--- src/rtl/cos_pkg.sv ---
package cos_pkg;
    // Per-pin detector state: synchronizer pair, accepted level, pending first sample
    typedef struct packed {
        logic s1;
        logic s2;
        logic acc;
        logic pend;
    } det_state_t;
endpackage

--- src/rtl/cos_tick_gen.sv ---
module cos_tick_gen #(
    parameter int TICK_DIV = 3255
) (
    input  logic clk,
    input  logic rst_n,
    output logic tick_o
);
    localparam int CNT_W = (TICK_DIV > 1) ? $clog2(TICK_DIV) : 1;
    localparam logic [CNT_W-1:0] LAST = CNT_W'(TICK_DIV - 1);

    typedef struct packed {
        logic [CNT_W-1:0] cnt;
        logic             tick;
    } tick_state_t;

    tick_state_t st_d, st_q;

    always_comb begin
        st_d = st_q;
        if (st_q.cnt == LAST) begin
            st_d.cnt  = '0;
            st_d.tick = 1'b1;
        end else begin
            st_d.cnt  = st_q.cnt + 1'b1;
            st_d.tick = 1'b0;
        end
    end

    always_ff @(posedge clk or negedge rst_n) begin
        if (!rst_n) st_q <= '0;
        else        st_q <= st_d;
    end

    assign tick_o = st_q.tick;


    tick_gap_chk: assert property (@(posedge clk) disable iff (!rst_n)
        tick_o |=> !tick_o);
endmodule

--- src/rtl/cos_pin_detector.sv ---
module cos_pin_detector
    import cos_pkg::*;
(
    input  logic clk,
    input  logic rst_n,
    input  logic pin_i,
    input  logic tick_i,
    input  logic clr_i,
    output logic level_o,
    output logic change_o
);
    det_state_t st_d, st_q;
    logic       chg;

    always_comb begin
        st_d    = st_q;
        chg     = 1'b0;
        st_d.s1 = pin_i;
        st_d.s2 = st_q.s1;
        if (tick_i) begin
            if (st_q.s2 != st_q.acc) begin
                if (st_q.pend) begin
                    st_d.acc  = st_q.s2;
                    st_d.pend = 1'b0;
                    chg       = 1'b1;
                end else begin
                    st_d.pend = 1'b1;
                end
            end else begin
                st_d.pend = 1'b0;
            end
        end
        if (clr_i) st_d.pend = 1'b0;
    end

    always_ff @(posedge clk or negedge rst_n) begin
        if (!rst_n) st_q <= '0;
        else        st_q <= st_d;
    end

    assign level_o  = st_q.acc;
    assign change_o = chg;


    level_hold_chk: assert property (@(posedge clk) disable iff (!rst_n)
        !tick_i |=> $stable(st_q.acc));

    confirm_needs_pend_chk: assert property (@(posedge clk) disable iff (!rst_n)
        !$stable(st_q.acc) |-> $past(st_q.pend));

    clear_drops_pend_chk: assert property (@(posedge clk) disable iff (!rst_n)
        clr_i |=> !st_q.pend);
endmodule

--- src/rtl/pin_cos_detect.sv ---
module pin_cos_detect #(
    parameter int PINS     = 4,
    parameter int TICK_DIV = 3255
) (
    input  logic            clk,
    input  logic            rst_n,
    input  logic [PINS-1:0] pin_i,
    input  logic [PINS-1:0] irq_en_i,
    input  logic            rd_clr_i,
    output logic [PINS-1:0] level_o,
    output logic [PINS-1:0] delta_o,
    output logic            irq_o
);
    typedef struct packed {
        logic [PINS-1:0] delta;
    } top_state_t;

    top_state_t      st_d, st_q;
    logic            tick;
    logic [PINS-1:0] change;

    cos_tick_gen #(.TICK_DIV(TICK_DIV)) i_tick (
        .clk    (clk),
        .rst_n  (rst_n),
        .tick_o (tick)
    );

    for (genvar g = 0; g < PINS; g++) begin : g_pin
        cos_pin_detector i_det (
            .clk      (clk),
            .rst_n    (rst_n),
            .pin_i    (pin_i[g]),
            .tick_i   (tick),
            .clr_i    (rd_clr_i),
            .level_o  (level_o[g]),
            .change_o (change[g])
        );


        delta_with_level_chk: assert property (@(posedge clk) disable iff (!rst_n)
            $rose(st_q.delta[g]) |-> !$stable(level_o[g]));

        delta_falls_on_read_chk: assert property (@(posedge clk) disable iff (!rst_n)
            $fell(st_q.delta[g]) |-> $past(rd_clr_i));

        read_clears_chk: assert property (@(posedge clk) disable iff (!rst_n)
            (rd_clr_i && !change[g]) |=> !st_q.delta[g]);

        change_kept_chk: assert property (@(posedge clk) disable iff (!rst_n)
            change[g] |=> st_q.delta[g]);
    end

    always_comb begin
        st_d       = st_q;
        st_d.delta = (st_q.delta & ~{PINS{rd_clr_i}}) | change;
    end

    always_ff @(posedge clk or negedge rst_n) begin
        if (!rst_n) st_q <= '0;
        else        st_q <= st_d;
    end

    assign delta_o = st_q.delta;
    assign irq_o   = |(st_q.delta & irq_en_i);


    irq_source_chk: assert property (@(posedge clk) disable iff (!rst_n)
        irq_o |-> (delta_o != '0));
endmodule

--- config.mk ---
export PLATFORM = sky130hd
export DESIGN_NAME = pin_cos_detect
export DESIGN_NICKNAME = d
export VERILOG_FILES = /design/src/rtl/cos_pkg.sv /design/src/rtl/cos_tick_gen.sv /design/src/rtl/cos_pin_detector.sv /design/src/rtl/pin_cos_detect.sv
export SDC_FILE = /design/constraint.sdc
export NUM_CORES = 1
export LEC_CHECK = 0
export CORE_MARGIN = 3
export CORE_UTILIZATION = 35
export CTS_CLUSTER_DIAMETER = 100
export DETAILED_ROUTE_END_ITERATION = 16
export GPL_ROUTABILITY_DRIVEN = 1
export HOLD_SLACK_MARGIN = 0.1
export REMOVE_ABC_BUFFERS = 1
export SLEW_MARGIN = 0
export SYNTH_ARGS = -nofsm -noshare
export SYNTH_HDL_FRONTEND = slang
export SYNTH_HIERARCHICAL = 1
export SYNTH_SLANG_ARGS = --single-unit
--- constraint.sdc ---
create_clock -name clk -period 3.5 [get_ports clk]
set_input_delay 1.05 -clock clk [delete_from_list [all_inputs] [get_ports clk]]
set_output_delay 1.05 -clock clk [all_outputs]
set_load 0.02 [all_outputs]
==> flow_summary_export.csv, run 1 <==
group,metric,value,unit
yosys,synth_cell_type_count,30,
sta,tns,0,ns
critical_path,cp-start-kind,"input pin",
yosys,yosys-top-cells-area,"dfrtp_1 (58%), xnor2_1 (4.3%), mux2_2 (3.2%), nor2_1 (2.9%), nor2_2 (2.7%)",
yosys,synth_top_area_share,58.36,%
yosys,syn-cell-area,1415,um^2
critical_path,reg2reg_depth,6,
pwr,peakVddDrop,0.2663,mV
sta,setup_slack,0.1897,ns
grt,grt_antenna_before_repair,0,
critical_path,path_class,"in -> out",
sta,drv_slew,0,
sta,relSlewSlack,72.90,%
place,place_ws,0.1910,ns
finish,layout_common_cells,"dfrtp_1 (33), clkdlybuf4s50_1 (19), nor2_1 (11)",
worst_hold_path,hp-start,"g_pin[1].i_det/st_d[2]",
finish,insertedDiodeCount,0,
clock_network,tritoncts,"built",
routing,route.detailed.drc,0,
critical_path,arrival,2.26,ns
critical_path,regToRegSetupSlack,2.05,ns
die,start_util,37.52,%
clock_network,cts_buffers,5,
finish,fin_util,47.15,%
finish,nets,154,
die,core,3771,um^2
clock_network,post_cts_resized,0,
yosys,yosys.area.top_type,"dfrtp_1",
yosys,yosysSeqAreaShare,58.36,%
die,die_width,69.59,um
worst_hold_path,min_path_cells,0,
worst_hold_path,worstHoldPathType,"reg -> reg",
grt,grt_usage,11.20,%
routing,drt_iter0_drc,37,
grt,grt-ovfl-total,0,
routing,antenna_left,0,
routing,firstDrtPassIters,4,
critical_path,cp-end-kind,"primary output",
worst_hold_path,hold_end,"g_pin[1].i_det/st_q[2]",
sta,period_needed,3.310,ns
sta,hold-worst-slack,0.3426,ns
clock_network,hold_buffers,0,
yosys,synth_seq_cells,33,
sta,finalHoldViolCount,0,
die,die_y,69.59,um
place,gp_congestion,0.8229,
sta,period_share,94.58,%
clock_network,cts.sinks,33,
critical_path,rr_endpoint,"i_tick/st_q[3]",
sta,rsz0062_at_grt,"no",
finish,drive_above_1_share,19.01,%
clock_network,clk_path_buf_depth,2,
grt,grt_max_degree,34,
place,port_buffers,19,
sta,max_freq,302.1,MHz
die,die_area,4842,um^2
yosys,synth_cells,115,
clock_network,htreeDepth,2,
critical_path,crit_required,2.45,ns
clock_network,cts_setup_buffers,0,
sta,finalSetupViolCount,0,
outcome,status,"finished clean",
yosys,synth-warning-count,6,
routing,vias,941,
clock_network,root_buffer,"clkbuf_8",
routing,wl_per_cell,12.72,um
critical_path,critPathMaxFanout,1,
grt,grt_pass1_wl,4271,um
yosys,avgSynthCellArea,12.31,um^2
flow_run,drv_cap,0,
finish,syn2layout_area_growth,25.64,%
place,hpwl,1680,um
routing,via_per_inst,4.953,
die,placementRows,22,
clock_network,path_clk_slew,0.07,ns
pwr,cellPowerDensity,437.2,nW/um^2
sta,tightest_slew,0.4066,ns
finish,final_common_cell,"dfrtp_1",
die,ios,20,
pwr,p_leak,0.7830,nW
sta,clock_skew,0.009104,ns
clock_network,clk_latency,0.28,ns
routing,wl,2416,um
grt,grt_pass1_vias,957,
critical_path,rr_startpoint,"i_tick/st_q[1]",
-- how the worst max path moves through the flow --
stage                           start     to  depth (start not counted)
after floorplan           irq_en_i[0]  irq_o                          2
after global placement    irq_en_i[0]  irq_o                          4
after detailed placement  irq_en_i[0]  irq_o                          4
after CTS                 irq_en_i[0]  irq_o                          4
after global routing      irq_en_i[0]  irq_o                          4
final                     irq_en_i[0]  irq_o                          4
-- worst max-delay path, cell delays in order --
cell	delay (ns)
clkdlybuf4s50_1	0.46
a22oi_1	0.08
nand2_1	0.07
clkdlybuf4s50_1	0.59
-- flip-flops by register name, summed over array words and instances (netlist names) --
register             count
delta_o                  4
g_pin.i_det/level_o      4
g_pin.i_det/st_d         4
g_pin.i_det/st_q         8
i_tick/st_q             12
i_tick/tick_o            1
-- power breakdown --
part | total (mW) | internal (mW) | switching, mW
sequential | 0.388 | 0.386 | 0.00205
clock | 0.364 | 0.232 | 0.132
combinational | 0.0253 | 0.0128 | 0.0125
total | 0.777 | 0.631 | 0.147
-- metal layers --
metal	vias up	global-route usage, %	share of wire, %	wire length [um]
met5	-	0	0	0
met1	462	12.55	42	1009
met3	5	4.058	5.5	133
met2	20	18.54	51	1227
met4	0	5.857	1.9	45
li1	454	-	-	-
-- synth_stat cells, drive strengths merged --
library cell   n
or3b           4
nand3          7
a21o           4
buf            1
a22o           1
and4bb         1
xnor2          7
xor2           4
mux2           4
dfrtp         33
o2bb2ai        4
o21ai          1
and4           1
a31oi          3
nand4          1
a41oi          1
a22oi          2
nand2          7
ha             2
nor2          18
a21oi          2
nor2b          1
and3           2
inv            4
-- per-stage QoR --
stage / power (mW) / instance area (um^2) / std cells
2_1_floorplan: 0.3993 / 1404 / 114
5_1_grt: 0.8161 / 1778 / 190
4_1_cts: 0.7935 / 1778 / 190
6_report: 0.7773 / 1778 / 190
3_3_place_gp: 0.4204 / 1662 / 182
3_5_place_dp: 0.4214 / 1662 / 182
-- cell families after synthesis --
| kind of cell | synth area share, % |
|---|---|
| adders and majority gates | 1.768 |
| xor gates and xnor gates | 6.808 |
| muxes | 3.183 |
| buffers and inverters | 1.856 |
| AOI/OAI and AO/OA | 9.460 |
| DFF | 58.36 |
| and+or+nand+nor | 18.57 |
-- layout make-up --
cell class | instances | area [um^2]
fillers | 340 | 1993
clock inverters | 1 | 30.03
well taps | 48 | 60.06
inverters | 4 | 15.01
multi-input cells | 77 | 563.0
clock buffers | 7 | 86.33
flip-flops and latches | 33 | 825.8
repair buffers | 20 | 197.7
(Power assumes the default switching activity.)
==> inputs of run 2 (changes only) <==
--- a/config.mk
+++ b/config.mk
@@ -5,6 +5,7 @@
 export SDC_FILE = /design/constraint.sdc
 export NUM_CORES = 1
 export LEC_CHECK = 0
+export CORE_ASPECT_RATIO = 1.1
 export CORE_MARGIN = 3
 export CORE_UTILIZATION = 35
 export CTS_CLUSTER_DIAMETER = 100
==> run 2 against run 1 <==
Compared with the run above:
- global-route usage increased by 0.64 points
- non-clock buffer count unchanged
- setup slack got worse by 0.0056 ns
- largest cell class unchanged
- count of clock-buffer cells in the layout decreased by 1
==> flow_summary_export.csv, run 2 (same netlist as run 1, synthesis figures left out) <==
group,metric,value,unit
critical_path,crit_chain,"clkdlybuf4s50_1 -> a22oi_1 -> nand2_1 -> clkdlybuf4s50_1",
clock_network,htreeDepth,2,
worst_hold_path,hp-start,"g_pin[3].i_det/st_d[2]",
pwr,peakVddDrop,0.1692,mV
place,hpwl,1723,um
clock_network,root_buffer,"clkbuf_8",
pwr,p_sw_share,21.39,%
critical_path,critPathMaxFanout,1,
finish,regMostFlops,"i_tick/st_q",
sta,relSlewSlack,73.03,%
critical_path,max_stage_delay,0.59,ns
critical_path,critical_path.most_common_cell,"clkdlybuf4s50_1",
grt,top_usage_layer,"met2",
critical_path,rr_startpoint,"i_tick/st_q[1]",
pwr,pwr-share-clk,39.4,%
sta,rsz0062_at_grt,"no",
pwr,p_int,536.4,uW
critical_path,path_class,"in -> out",
finish,drive_above_1_share,19.01,%
flow_run,drv_cap,0,
sta,finalHoldViolCount,0,
die,die_width,66.63,um
outcome,status,"finished clean",
finish,largest_reg_flops,12,
critical_path,crit_start,"irq_en_i[0]",
clock_network,path_clk_slew,0.06,ns
sta,drv_slew,0,
sta,period_needed,3.316,ns
critical_path,cp_slowest_cell,"clkdlybuf4s50_1",
sta,clock_skew,0.005480,ns
place,dpl_cell_area,1664,um^2
sta,period_share,94.74,%
grt,grt_max_degree,34,
finish,num-fill-cells,354,
critical_path,cp_num_buf_inv,2,
sta,tns,0,ns
routing,vias,963,
die,placementRows,23,
sta,max_freq,301.6,MHz
sta,hold-worst-slack,0.3482,ns
clock_network,cts.sinks,33,
sta,finalSetupViolCount,0,
finish,largestRegisters,"i_tick/st_q (12), g_pin.i_det/st_q (8)",
clock_network,post_cts_resized,0,
clock_network,tritoncts,"built",
die,core,3770,um^2
pwr,p_comb_share,3.7,%
pwr,cellPowerDensity,390.7,nW/um^2
sta,setup_slack,0.1841,ns
critical_path,arrival,2.27,ns
clock_network,cts_setup_buffers,0,
clock_network,clk_latency,0.28,ns
routing,antenna_left,0,
routing,firstDrtPassIters,4,
grt,grt_pass1_vias,971,
routing,drt_iter0_drc,28,
finish,insertedDiodeCount,0,
clock_network,cts_buffers,5,
finish,layout_common_cells,"dfrtp_1 (33), clkdlybuf4s50_1 (19), nor2_1 (11)",
die,ios,20,
grt,grt-ovfl-total,0,
grt,grt_pass1_wl,4257,um
grt,gr-usage-met3,4.931,%
die,start_util,37.54,%
pwr,p_leak,0.7695,nW
grt,grtUsageMet2,19.60,%
sta,tightest_slew,0.4045,ns
grt,grt_usage,11.83,%
finish,nets,154,
grt,met1_usage,12.84,%
die,die_y,72.69,um
finish,final_area,1747,um^2
critical_path,cp-end-kind,"primary output",
routing,route.detailed.drc,0,
critical_path,crit_family,"buffers and inverters",
worst_hold_path,worstHoldPathType,"reg -> reg",
pwr,p_sw,146.0,uW
place,place_ws,0.1814,ns
finish,syn2layout_area_growth,23.43,%
finish,final_common_cell,"dfrtp_1",
grt,grt_antenna_before_repair,0,
critical_path,crit_required,2.45,ns
critical_path,cp-start-kind,"input pin",
routing,wl_per_cell,12.56,um
place,port_buffers,19,
routing,via_per_inst,5.016,
clock_network,hold_buffers,0,
routing,wl,2411,um
place,gp_congestion,0.8190,
pwr,seqPwrFrac,56.9,%
finish,fin_util,46.33,%
die,die_area,4843,um^2
clock_network,clk_path_buf_depth,2,
-- run 2: cell types whose count changed in the layout (fill, tap and decap cells not counted), sizes merged --
| cell | previous run | this run |
|---|---|---|
| clkbuf | 7 | 6 |
| clkinv | 0 | 2 |
| bufinv | 1 | 0 |
-- run 2: worst register-to-register path: stages (launching register included) --
cell and delay [ns]:
dfrtp_1 0.43, inv_1 0.08, ha_1 0.14, and4bb_4 0.26, nand3_4 0.09, nor2b_4 0.25
nor2_2 0.07
-- run 2: metal layers --
layer	routed length [um]	part of all wire (%)
met4	66	2.7
met5	0	0
met1	999	41
met2	1187	49
met3	158	6.6
-- run 2: layout make-up --
cell class | instances | area [um^2] | area share, %
clock buffers | 6 | 72.57 | 4.155
well taps | 50 | 62.56 | 3.582
repair buffers | 20 | 197.7 | 11.32
multi-input cells | 77 | 563.0 | 32.23
clock inverters | 2 | 10.01 | 0.5731
flip-flops and latches | 33 | 825.8 | 47.28
inverters | 4 | 15.01 | 0.8596
-- run 2: power by group through the flow --
stage	Combinational (mW)	Clock, mW	Sequential (mW)
floorplan	0.00437	0	0.395
finish	0.0253	0.269	0.388
global placement	0.0253	0	0.395
detailed placement	0.0263	0	0.396
global route	0.0285	0.300	0.388
CTS	0.0266	0.285	0.388
-- run 2: path summary, 6_finish.rpt --
path | end | slack, ns | cells after the start
hold reg to reg | g_pin[3].i_det/st_q[2] | 0.35 | 0
hold / removal | g_pin[3].i_det/st_q[2] | 0.35 | 0
setup reg to reg | i_tick/st_q[5] | 2.07 | 6
setup / recovery | irq_o | 0.18 | 4
min in group asynchronous | g_pin[0].i_det/st_d[2] | 1.17 | 2
max in group asynchronous | i_tick/st_q[7] | 2.03 | 2
-- run 2: per-stage QoR --
| stage | power (mW) | std cells |
|---|---|---|
| final | 0.6824 | 192 |
| after CTS | 0.6996 | 192 |
| after detailed placement | 0.4219 | 184 |
| after global placement | 0.4204 | 184 |
| after floorplan | 0.3993 | 114 |
| after global routing | 0.7168 | 192 |
